===== src/rtl/ctrl_out_rx_pkg.sv =====
package ctrl_out_rx_pkg;

    localparam int BYTE_W = 8;

    typedef enum logic {
        BUF_OPEN = 1'b0,
        BUF_HELD = 1'b1
    } buf_state_e;

    typedef struct packed {
        logic good;
        logic bad;
    } pkt_end_t;

    // Width of a counter able to hold the values 0..depth inclusive.
    function automatic int cnt_width(input int depth);
        return $clog2(depth + 1);
    endfunction

    // Read pointer step with wrap at the last position.
    function automatic int unsigned wrap_inc(input int unsigned ptr, input int unsigned depth);
        return (ptr == depth - 1) ? 0 : ptr + 1;
    endfunction

endpackage


===== src/rtl/ctrl_out_rx_mem.sv =====
module ctrl_out_rx_mem #(
    parameter int DEPTH = 8,
    parameter int DW    = 8,
    localparam int PW   = $clog2(DEPTH)
) (
    input  logic          clk,
    input  logic          we,
    input  logic [PW-1:0] waddr,
    input  logic [DW-1:0] wdata,
    input  logic [PW-1:0] raddr,
    output logic [DW-1:0] rdata
);

    logic [DW-1:0] cells [DEPTH];

    for (genvar g = 0; g < DEPTH; g++) begin : g_cell
        always_ff @(posedge clk) begin
            if (we && (waddr == PW'(g))) begin
                cells[g] <= wdata;
            end
        end
    end

    assign rdata = cells[raddr];

endmodule


===== src/rtl/ctrl_out_rx_ctl.sv =====
module ctrl_out_rx_ctl
    import ctrl_out_rx_pkg::*;
#(
    parameter int DEPTH = 8,
    localparam int PW   = $clog2(DEPTH),
    localparam int CW   = cnt_width(DEPTH)
) (
    input  logic          clk,
    input  logic          rst,
    input  logic          clr,
    input  logic          wr_valid,
    input  pkt_end_t      pend,
    input  logic          rd_strobe,
    input  logic          rd_done,
    output logic          we,
    output logic [PW-1:0] waddr,
    output logic [PW-1:0] raddr,
    output logic [CW-1:0] size,
    output logic          cmpl,
    output logic          ready
);

    buf_state_e    state_q;
    logic [CW-1:0] wcnt_q;
    logic          ovf_q;
    logic [PW-1:0] rptr_q;
    logic [CW-1:0] size_q;
    logic          cmpl_q;
    logic          any_end;
    logic          room;

    assign any_end = pend.good | pend.bad;
    assign room    = (wcnt_q < CW'(DEPTH));

    always_ff @(posedge clk) begin
        if (rst || clr) begin
            state_q <= BUF_OPEN;
            wcnt_q  <= '0;
            ovf_q   <= 1'b0;
            rptr_q  <= '0;
            size_q  <= '0;
            cmpl_q  <= 1'b0;
        end else if (state_q == BUF_OPEN) begin
            if (pend.bad) begin
                wcnt_q <= '0;
                ovf_q  <= 1'b0;
            end else if (pend.good) begin
                if (!ovf_q) begin
                    size_q  <= wcnt_q;
                    cmpl_q  <= 1'b1;
                    state_q <= BUF_HELD;
                    rptr_q  <= '0;
                end
                wcnt_q <= '0;
                ovf_q  <= 1'b0;
            end else if (wr_valid) begin
                if (room) begin
                    wcnt_q <= wcnt_q + 1'b1;
                end else begin
                    ovf_q <= 1'b1;
                end
            end
        end else begin
            if (rd_done) begin
                state_q <= BUF_OPEN;
                cmpl_q  <= 1'b0;
                rptr_q  <= '0;
            end else if (rd_strobe) begin
                rptr_q <= PW'(wrap_inc(32'(rptr_q), DEPTH));
            end
        end
    end

    assign we    = (state_q == BUF_OPEN) && wr_valid && !any_end && room && !clr && !rst;
    assign waddr = wcnt_q[PW-1:0];
    assign raddr = rptr_q;
    assign size  = size_q;
    assign cmpl  = cmpl_q;
    assign ready = (state_q == BUF_OPEN);

endmodule


===== src/rtl/ctrl_out_rx_buf.sv =====
module ctrl_out_rx_buf
    import ctrl_out_rx_pkg::*;
#(
    parameter int DEPTH = 8,
    localparam int PW   = $clog2(DEPTH),
    localparam int CW   = cnt_width(DEPTH)
) (
    input  logic              clk,
    input  logic              rst,
    input  logic              wr_valid,
    input  logic [BYTE_W-1:0] wr_data,
    input  logic              end_ok,
    input  logic              end_bad,
    output logic              rx_ready,
    input  logic              rd_strobe,
    output logic [BYTE_W-1:0] rd_data,
    input  logic              rd_done,
    input  logic              clr,
    output logic [CW-1:0]     rx_size,
    output logic              rx_cmpl
);

    pkt_end_t      pend;
    logic          we;
    logic [PW-1:0] waddr;
    logic [PW-1:0] raddr;

    assign pend.good = end_ok;
    assign pend.bad  = end_bad;

    ctrl_out_rx_ctl #(.DEPTH(DEPTH)) ctl_i (
        .clk      (clk),
        .rst      (rst),
        .clr      (clr),
        .wr_valid (wr_valid),
        .pend     (pend),
        .rd_strobe(rd_strobe),
        .rd_done  (rd_done),
        .we       (we),
        .waddr    (waddr),
        .raddr    (raddr),
        .size     (rx_size),
        .cmpl     (rx_cmpl),
        .ready    (rx_ready)
    );

    ctrl_out_rx_mem #(.DEPTH(DEPTH), .DW(BYTE_W)) mem_i (
        .clk  (clk),
        .we   (we),
        .waddr(waddr),
        .wdata(wr_data),
        .raddr(raddr),
        .rdata(rd_data)
    );

endmodule


===== config.mk =====
export PLATFORM = sky130hd
export DESIGN_NAME = ctrl_out_rx_buf
export DESIGN_NICKNAME = d
export VERILOG_FILES = /design/src/rtl/ctrl_out_rx_pkg.sv /design/src/rtl/ctrl_out_rx_mem.sv /design/src/rtl/ctrl_out_rx_ctl.sv /design/src/rtl/ctrl_out_rx_buf.sv
export SDC_FILE = /design/constraint.sdc
export NUM_CORES = 1
export LEC_CHECK = 0
export ABC_AREA = 1
export BUFFER_PORTS_ARGS = -buffer_cell sky130_fd_sc_hd__buf_2
export CORE_ASPECT_RATIO = 1.2
export CORE_UTILIZATION = 55
export DETAILED_ROUTE_END_ITERATION = 7
export GPL_TIMING_DRIVEN = 1
export PLACE_DENSITY = 0.85
export SETUP_SLACK_MARGIN = 0.2
export SYNTH_ARGS = -nofsm -noshare
export SYNTH_HDL_FRONTEND = slang
export SYNTH_SLANG_ARGS = --single-unit

===== constraint.sdc =====
create_clock -name clk -period 1.9 [get_ports clk]
set_clock_uncertainty 0.1 [all_clocks]
set_input_delay 0.285 -clock clk [delete_from_list [all_inputs] [get_ports clk]]
set_output_delay 0.285 -clock clk [all_outputs]
set_load 0.02 [all_outputs]

==> summary.md, run 1 <==
| Metric | Value |
|---|---|
| Status | `finished, violations left` |
| Violated checks | `setup timing` |
| Overall Power | `approximately 3.4 mW` |
| Antenna Nets Post-Route | `0` |
| Buf/Inv on CP | `3` |
| Post-synth EDFFs | `64` |
| Site Rows | `32` |
| Setup TNS | `-13.66 ps` |
| Synth Register Bits | `81` |
| TritonCTS Sinks | `81` |
| Drt drc | `0` |
| Worst reg-to-reg setup slack | `290 ps` |
| Final Net Count | `roughly 470` |
| Critical path capture point type | `output pin` |
| Synth Area per Inst | `roughly 9 sq um` |
| Die width | `~77 microns` |
| Synth cell types | `20` |
| Reg2Reg Depth | `5` |
| Max-cap viol count | `0` |
| Worst-path clk slew | `80 ps` |
| Worst EP required | `~1500 ps` |
| Layout Utilization | `0.6859` |
| Filler cell count | `approximately 460` |
| Final slew viol count | `0` |
| Pre-CTS setup slack | `281.4 ps` |
| Slowest-stage cell, CP | `dfxtp_4` |
| Share of layout cells above drive strength 1 | `0.2205` |
| Fin area | `between 0.004 and 0.005 sq mm` |
| Least-Margin Pin Slew | `approximately 490 ps` |
| CORE AREA | `between 0.006 and 0.007 sq mm` |
| Mapped Cells | `between 400 and 500` |
| Initial Util | `0.5724` |
| Crit Path Max Fanout | `8` |
| Max-slew headroom | `0.6686` |
| Setup-failing EPs final | `1` |
| Root Buffer | `clkbuf_8` |
| Bufs on Longest Clock Path | `2` |
| CTS Buf Count | `9` |
| Static Leak | `2.021 nW` |
| Post-synth top area cell | `edfxtp_1` |
| Setup Fix Bufs, Post-CTS | `0` |
| Most used cell, CP | `nand2_1` |
| F_max | `522.6 MHz` |
| Worst Hold Class | `in2reg` |
| CTS H-tree lvls | `3` |
| Diode count | `0` |
| WP data arrival | `around 1500 ps` |
| RePlAce Congestion | `0.9568` |
| R2R Path Start | `ctl_i.state_q$_SDFF_PP0_` |
| IO buf count | `29` |
| Initial antenna violation count | `0` |
| Largest net degree at the start of global routing | `33` |
| Synth Net Count | `roughly 430` |
| Power per cell area | `roughly 770 mW/mm^2` |
| CP Launch Type | `flop` |
| Critical path's top delay family | `flip-flops` |
| Hold endpoint | `ctl_i.ovf_q$_SDFFE_PP0P_` |
| Placed cell area | `slightly below 0.004 sq mm` |
| Grt total ovfl | `0` |
| Via density | `5.285` |
| R2R Path End | `mem_i.cells[0][5]$_DFFE_PP_` |
| RSZ-0062 raised after global routing | `yes` |
| Ys flop type | `edfxtp_1` |
| Final Hold Fails | `0` |
| Synth top area cells | `edfxtp_1 (52%), nand2_1 (13%), dfxtp_1 (9.2%)` |
| DRT iter0 DRCs | `357` |
| Drt wl/cell | `roughly 17 microns` |
| First-pass GRT wire length | `13.33 mm` |
| Num ports | `30` |
| Post-synthesis sequential area ratio | `0.6131` |
| Mapped Area | `0.003690 sq mm` |
| Warnings from Yosys | `0` |
| TritonCTS clock tree | `done` |
| Async set-or-reset flop fraction in the synthesized netlist | `0` |
| Die ar. | `between 0.007 and 0.008 sq mm` |
| Synth top area share | `0.5209` |
| HP Start | `wr_valid` |
| Die Y | `a little over 90 microns` |
| Max incr delay on CP | `between 400 and 500 ps` |
| Post-layout minimum cycle time | `roughly 1900 ps` |
| Total track usage | `0.2582` |
| CP Class | `reg2out` |
| Area growth, synth to finish | `19.84%` |
| First-pass iteration count of the detailed router | `5` |
| Via count | `~2800` |
| Vias in the first global route | `roughly 2600` |
| Critical path, cell by cell | `inv_8 -> buf_16 -> nand2_2 -> nand3_2 -> nand2_1 -> nand2_1 -> nand2_1 -> buf_6` |
| Hold_buf cts | `0` |
| Fin crit share | `1.007` |
| Peak VDD IR | `491.7 uV` |
| Depth of the worst hold-timing path | `3` |
| Clk_lat worst skew | `350 ps` |
| Setup WS post-layout | `-13.66 ps` |
| Detailed Place HPWL | `~5.5 mm` |
| WL final | `around 8.9 mm` |
worst reg2reg max path, cell delays in order, from the launching register on:
cell and delay (ps):
dfxtp_1 360, inv_2 140, nand3_2 150, nand3b_4 230
nor2_1 140, buf_4 200
cells in the mapped netlist, types with 2 or more instances:
| cell type | count |
|---|---|
| nand3_2 | 2 |
| buf_6 | 4 |
| o21ai_1 | 2 |
| nor2_2 | 2 |
| nor2_1 | 19 |
| nand2_1 | 128 |
| buf_2 | 7 |
| inv_1 | 85 |
| ha_1 | 8 |
| a21oi_1 | 11 |
| inv_2 | 2 |
| nand3_1 | 44 |
| edfxtp_1 | 64 |
| dfxtp_1 | 17 |
report_power, final:
part / switching, mW / internal (mW) / leakage (nW)
Clock: 0.585 / 0.587 / 0.0910
Sequential: 0.0144 / 1.92 / 0.715
Combinational: 0.173 / 0.109 / 1.22
cells by family after synthesis:
group,after synthesis,share of synthesized area
AO/OA/AOI/OAI,14,0.01899
flip-flops,81,0.6131
AND/OR/NAND/NOR,199,0.2296
adder cells (fa/ha/maj),8,0.02713
buffers and inverters,99,0.1112
metrics by stage:
step	std cells	hold slack, ps
after floorplan	401	283.9
after global placement	515	337.1
after detailed placement	515	356.7
after CTS	532	134.9
after global routing	534	157.1
final	534	133.5
worst max-delay path by stage:
stage,startpoint,end,slack (ps),cells after the start
global placement,flop,rd_data[7],320,8
detailed placement,end_bad,mem_i.cells[0][3]$_DFFE_PP_,280,5
floorplan,ctl_i.state_q$_SDFF_PP0_,mem_i.cells[3][0]$_DFFE_PP_,220,4
finish,flop,rd_data[1],-10,8
global route,flop,rd_data[1],-70,8
CTS,flop,rd_data[4],50,7
layout by cell type, fill, tap and decap left out, types with 9 or more instances in the layout:
cell type,n
nand2_1,108
inv_1,84
edfxtp_1,64
nand3_1,35
buf_2,21
nand2_2,20
nor2_1,19
dfxtp_1,14
nand3_2,11
a21oi_1,11
buf_4,10
clkbuf_8,9
what timing repair did:
item                       CTS  global route
gates cloned                 2             2
pin swaps                    1            15
gates resized for setup     21            37
setup endpoints to repair    8             8
layout make-up:
type | count | area [sq um] | area share
Clock buffer | 10 | 127.6 | 0.02886
Clock inverter | 5 | 47.55 | 0.01075
Inverter | 87 | 336.6 | 0.07612
Multi-Input combinational cell | 221 | 1117 | 0.2527
Sequential cell | 81 | 2271 | 0.5136
Tap cell | 85 | 106.4 | 0.02405
Timing Repair Buffer | 45 | 415.4 | 0.09394
routing by layer:
layer  up-vias  track usage  wire (microns)
met5         -            0               0
met4         0       0.1314             391
met3        35      0.06070             525
met2       129       0.4442            4576
met1      1324       0.2989            3411
li1       1334            -               -
flip-flops by register name (all words and copies together) (netlist names), named ones only:
name and flops:
ctl_i.cmpl 1, ctl_i.ovf_q 1, ctl_i.raddr 3, ctl_i.size 4
ctl_i.state_q 1, ctl_i.wcnt_q 4, mem_i.cells 64
Note: power is estimated with default switching activity, not from simulation.
==> run 2: changes to the inputs <==
--- a/config.mk
+++ b/config.mk
@@ -8,10 +8,10 @@
 export ABC_AREA = 1
 export BUFFER_PORTS_ARGS = -buffer_cell sky130_fd_sc_hd__buf_2
 export CORE_ASPECT_RATIO = 1.2
-export CORE_UTILIZATION = 55
+export CORE_UTILIZATION = 27
 export DETAILED_ROUTE_END_ITERATION = 7
 export GPL_TIMING_DRIVEN = 1
-export PLACE_DENSITY = 0.85
+export PLACE_DENSITY = 0.53
 export SETUP_SLACK_MARGIN = 0.2
 export SYNTH_ARGS = -nofsm -noshare
 export SYNTH_HDL_FRONTEND = slang
==> constraint.sdc (replaced) <==
create_clock -name clk -period 1.9 [get_ports clk]
set_clock_uncertainty 0.1 [all_clocks]
set_input_delay 0.285 -clock clk [delete_from_list [all_inputs] [get_ports clk]]
set_output_delay 0.285 -clock clk [all_outputs]
set_load 0.1 [all_outputs]
==> run 2 against run 1 <==
The flow now finishes without violations. Register-to-register slack better by 20 ps. Via count down 5.8%. Largest cell class unchanged. Cell area up 4.1%. Highest routed layer unchanged. Critical path type unchanged. Global-route usage down 12 points.
==> summary.md, run 2 (same netlist as run 1, synthesis figures left out) <==
| Metric | Value |
|---|---|
| Status | `finished clean` |
| Crit Path Max Fanout | `32` |
| Worst EP required | `1510 ps` |
| Die width | `~110 microns` |
| Commonest non-fill, non-tap cell in the layout | `nand2_1` |
| Die ar. | `between 0.01 and 0.015 sq mm` |
| Num ports | `30` |
| Overall Power | `3.970 mW` |
| Final Net Count | `463` |
| Placed cell area | `0.004179 sq mm` |
| WL final | `slightly below 9 mm` |
| Layout Utilization | `0.3461` |
| Fin area | `around 0.0046 sq mm` |
| Worst Hold Class | `in2reg` |
| Static Leak | `2.029 nW` |
| Share of layout cells above drive strength 1 | `0.2140` |
| Depth of the worst hold-timing path | `3` |
| Max-cap viol count | `0` |
| RSZ-0062 raised after global routing | `yes` |
| Critical path capture point type | `output pin` |
| Peak VDD IR | `397.9 uV` |
| Slowest-stage cell, CP | `dfxtp_4` |
| Antenna Nets Post-Route | `0` |
| CTS H-tree lvls | `3` |
| Diode count | `0` |
| Max-slew headroom | `0.6763` |
| Worst-path clk slew | `about 70 ps` |
| Via density | `4.343` |
| First-pass iteration count of the detailed router | `6` |
| Final Hold Fails | `0` |
| Clk_lat worst skew | `roughly 340 ps` |
| RePlAce Congestion | `~0.84` |
| Detailed Place HPWL | `~6.3 mm` |
| Biggest register | `mem_i.cells` |
| TritonCTS Sinks | `81` |
| Least-Margin Pin Slew | `488.8 ps` |
| Post-layout minimum cycle time | `around 1900 ps` |
| Total track usage | `0.1356` |
| Most used cell, CP | `nand2_1` |
| Drt wl/cell | `14.16 microns` |
| Area growth, synth to finish | `24.72%` |
| Site Rows | `46` |
| Bufs on Longest Clock Path | `2` |
| Final slew viol count | `0` |
| Via count | `around 2700` |
| Largest register FFs | `64` |
| Most frequent cells in the layout | `nand2_1 (111), inv_1 (83), edfxtp_1 (64)` |
| Vias in the first global route | `2632` |
| Fin crit share | `0.9960` |
| Filler cell count | `approximately 1400` |
| Setup TNS | `0 ps` |
| Critical path, cell by cell | `buf_12 -> nand2_1 -> nand3_1 -> nand2_1 -> nand2_1 -> nand2_2 -> buf_12` |
| CORE AREA | `0.01330 sq mm` |
| CTS Buf Count | `9` |
| Max incr delay on CP | `380 ps` |
| Initial antenna violation count | `0` |
| Grt total ovfl | `0` |
| IO buf count | `29` |
| Setup-failing EPs final | `0` |
| DRT iter0 DRCs | `between 100 and 150` |
| Initial Util | `0.2775` |
| CP Launch Type | `flop` |
| F_max | `~530 MHz` |
| Reg2Reg Depth | `4` |
| TritonCTS clock tree | `done` |
| WP data arrival | `around 1500 ps` |
| Die Y | `between 100 and 150 microns` |
| Drt drc | `0` |
| Power per cell area | `between 800 and 900 mW/mm^2` |
| Root Buffer | `clkbuf_16` |
| First-pass GRT wire length | `about 14 mm` |
| CP Class | `reg2out` |
| Largest net degree at the start of global routing | `33` |
==> run 2: path summary, 6_finish.rpt <==
check	from	slack [ps]	end
worst min-delay path	wr_valid	170	ctl_i.ovf_q$_SDFFE_PP0P_
worst max register to register	ctl_i.state_q$_SDFF_PP0_	310	mem_i.cells[3][1]$_DFFE_PP_
worst max-delay path	flop	8	rd_data[3]
worst min register to register	ctl_i.cmpl$_SDFFE_PP0P_	360	ctl_i.cmpl$_SDFFE_PP0P_
==> run 2: power breakdown <==
group          leakage, nW  internal [mW]  total, mW  switching (mW)
clock                0.139          0.910       1.64           0.732
combinational         1.17          0.126      0.402           0.276
sequential           0.715           1.92       1.93         0.00897
==> run 2: layout make-up <==
class	instances	area [sq um]	area share
clock inverters	7	60.06	0.01305
clock buffers	9	225.2	0.04894
flip-flops and latches	81	2271	0.4935
inverters	87	339.1	0.07368
well taps	168	210.2	0.04568
repair buffers	39	364.1	0.07912
multi-input cells	221	1132	0.2461
==> run 2: layer usage <==
layer / vias up / share of wire / global-route usage
li1: 1328 / - / -
met1: 1260 / 0.41 / 0.1509
met2: 56 / 0.54 / 0.2476
met3: 14 / 0.031 / 0.02498
met4: 0 / 0.021 / 0.06439
met5: - / 0 / 0
==> run 2: timing repair <==
| action | CTS | global route |
|---|---|---|
| setup buffers | 0 | 3 |
| hold buffers | 0 | 0 |
| pin swaps | 2 | 2 |
| endpoints found under the setup margin | 48 | 72 |
| resized for setup | 26 | 9 |
==> run 2: through the flow <==
stage                     worst slack, ps  hold WS [ps]  instances
after global routing               -73.05         174.8        612
after detailed placement            77.25         347.3        593
after CTS                          -10.86         151.8        609
after floorplan                     220.8         283.9        401
final                               7.591         165.8        612
after global placement              106.1         339.5        593
==> run 2: critical path, delay by kind of cell, from the launching register on <==
kind                   cells  cell delay [ps]
AND/OR/NAND/NOR            5              410
flip-flops                 1              380
buffers and inverters      2              360
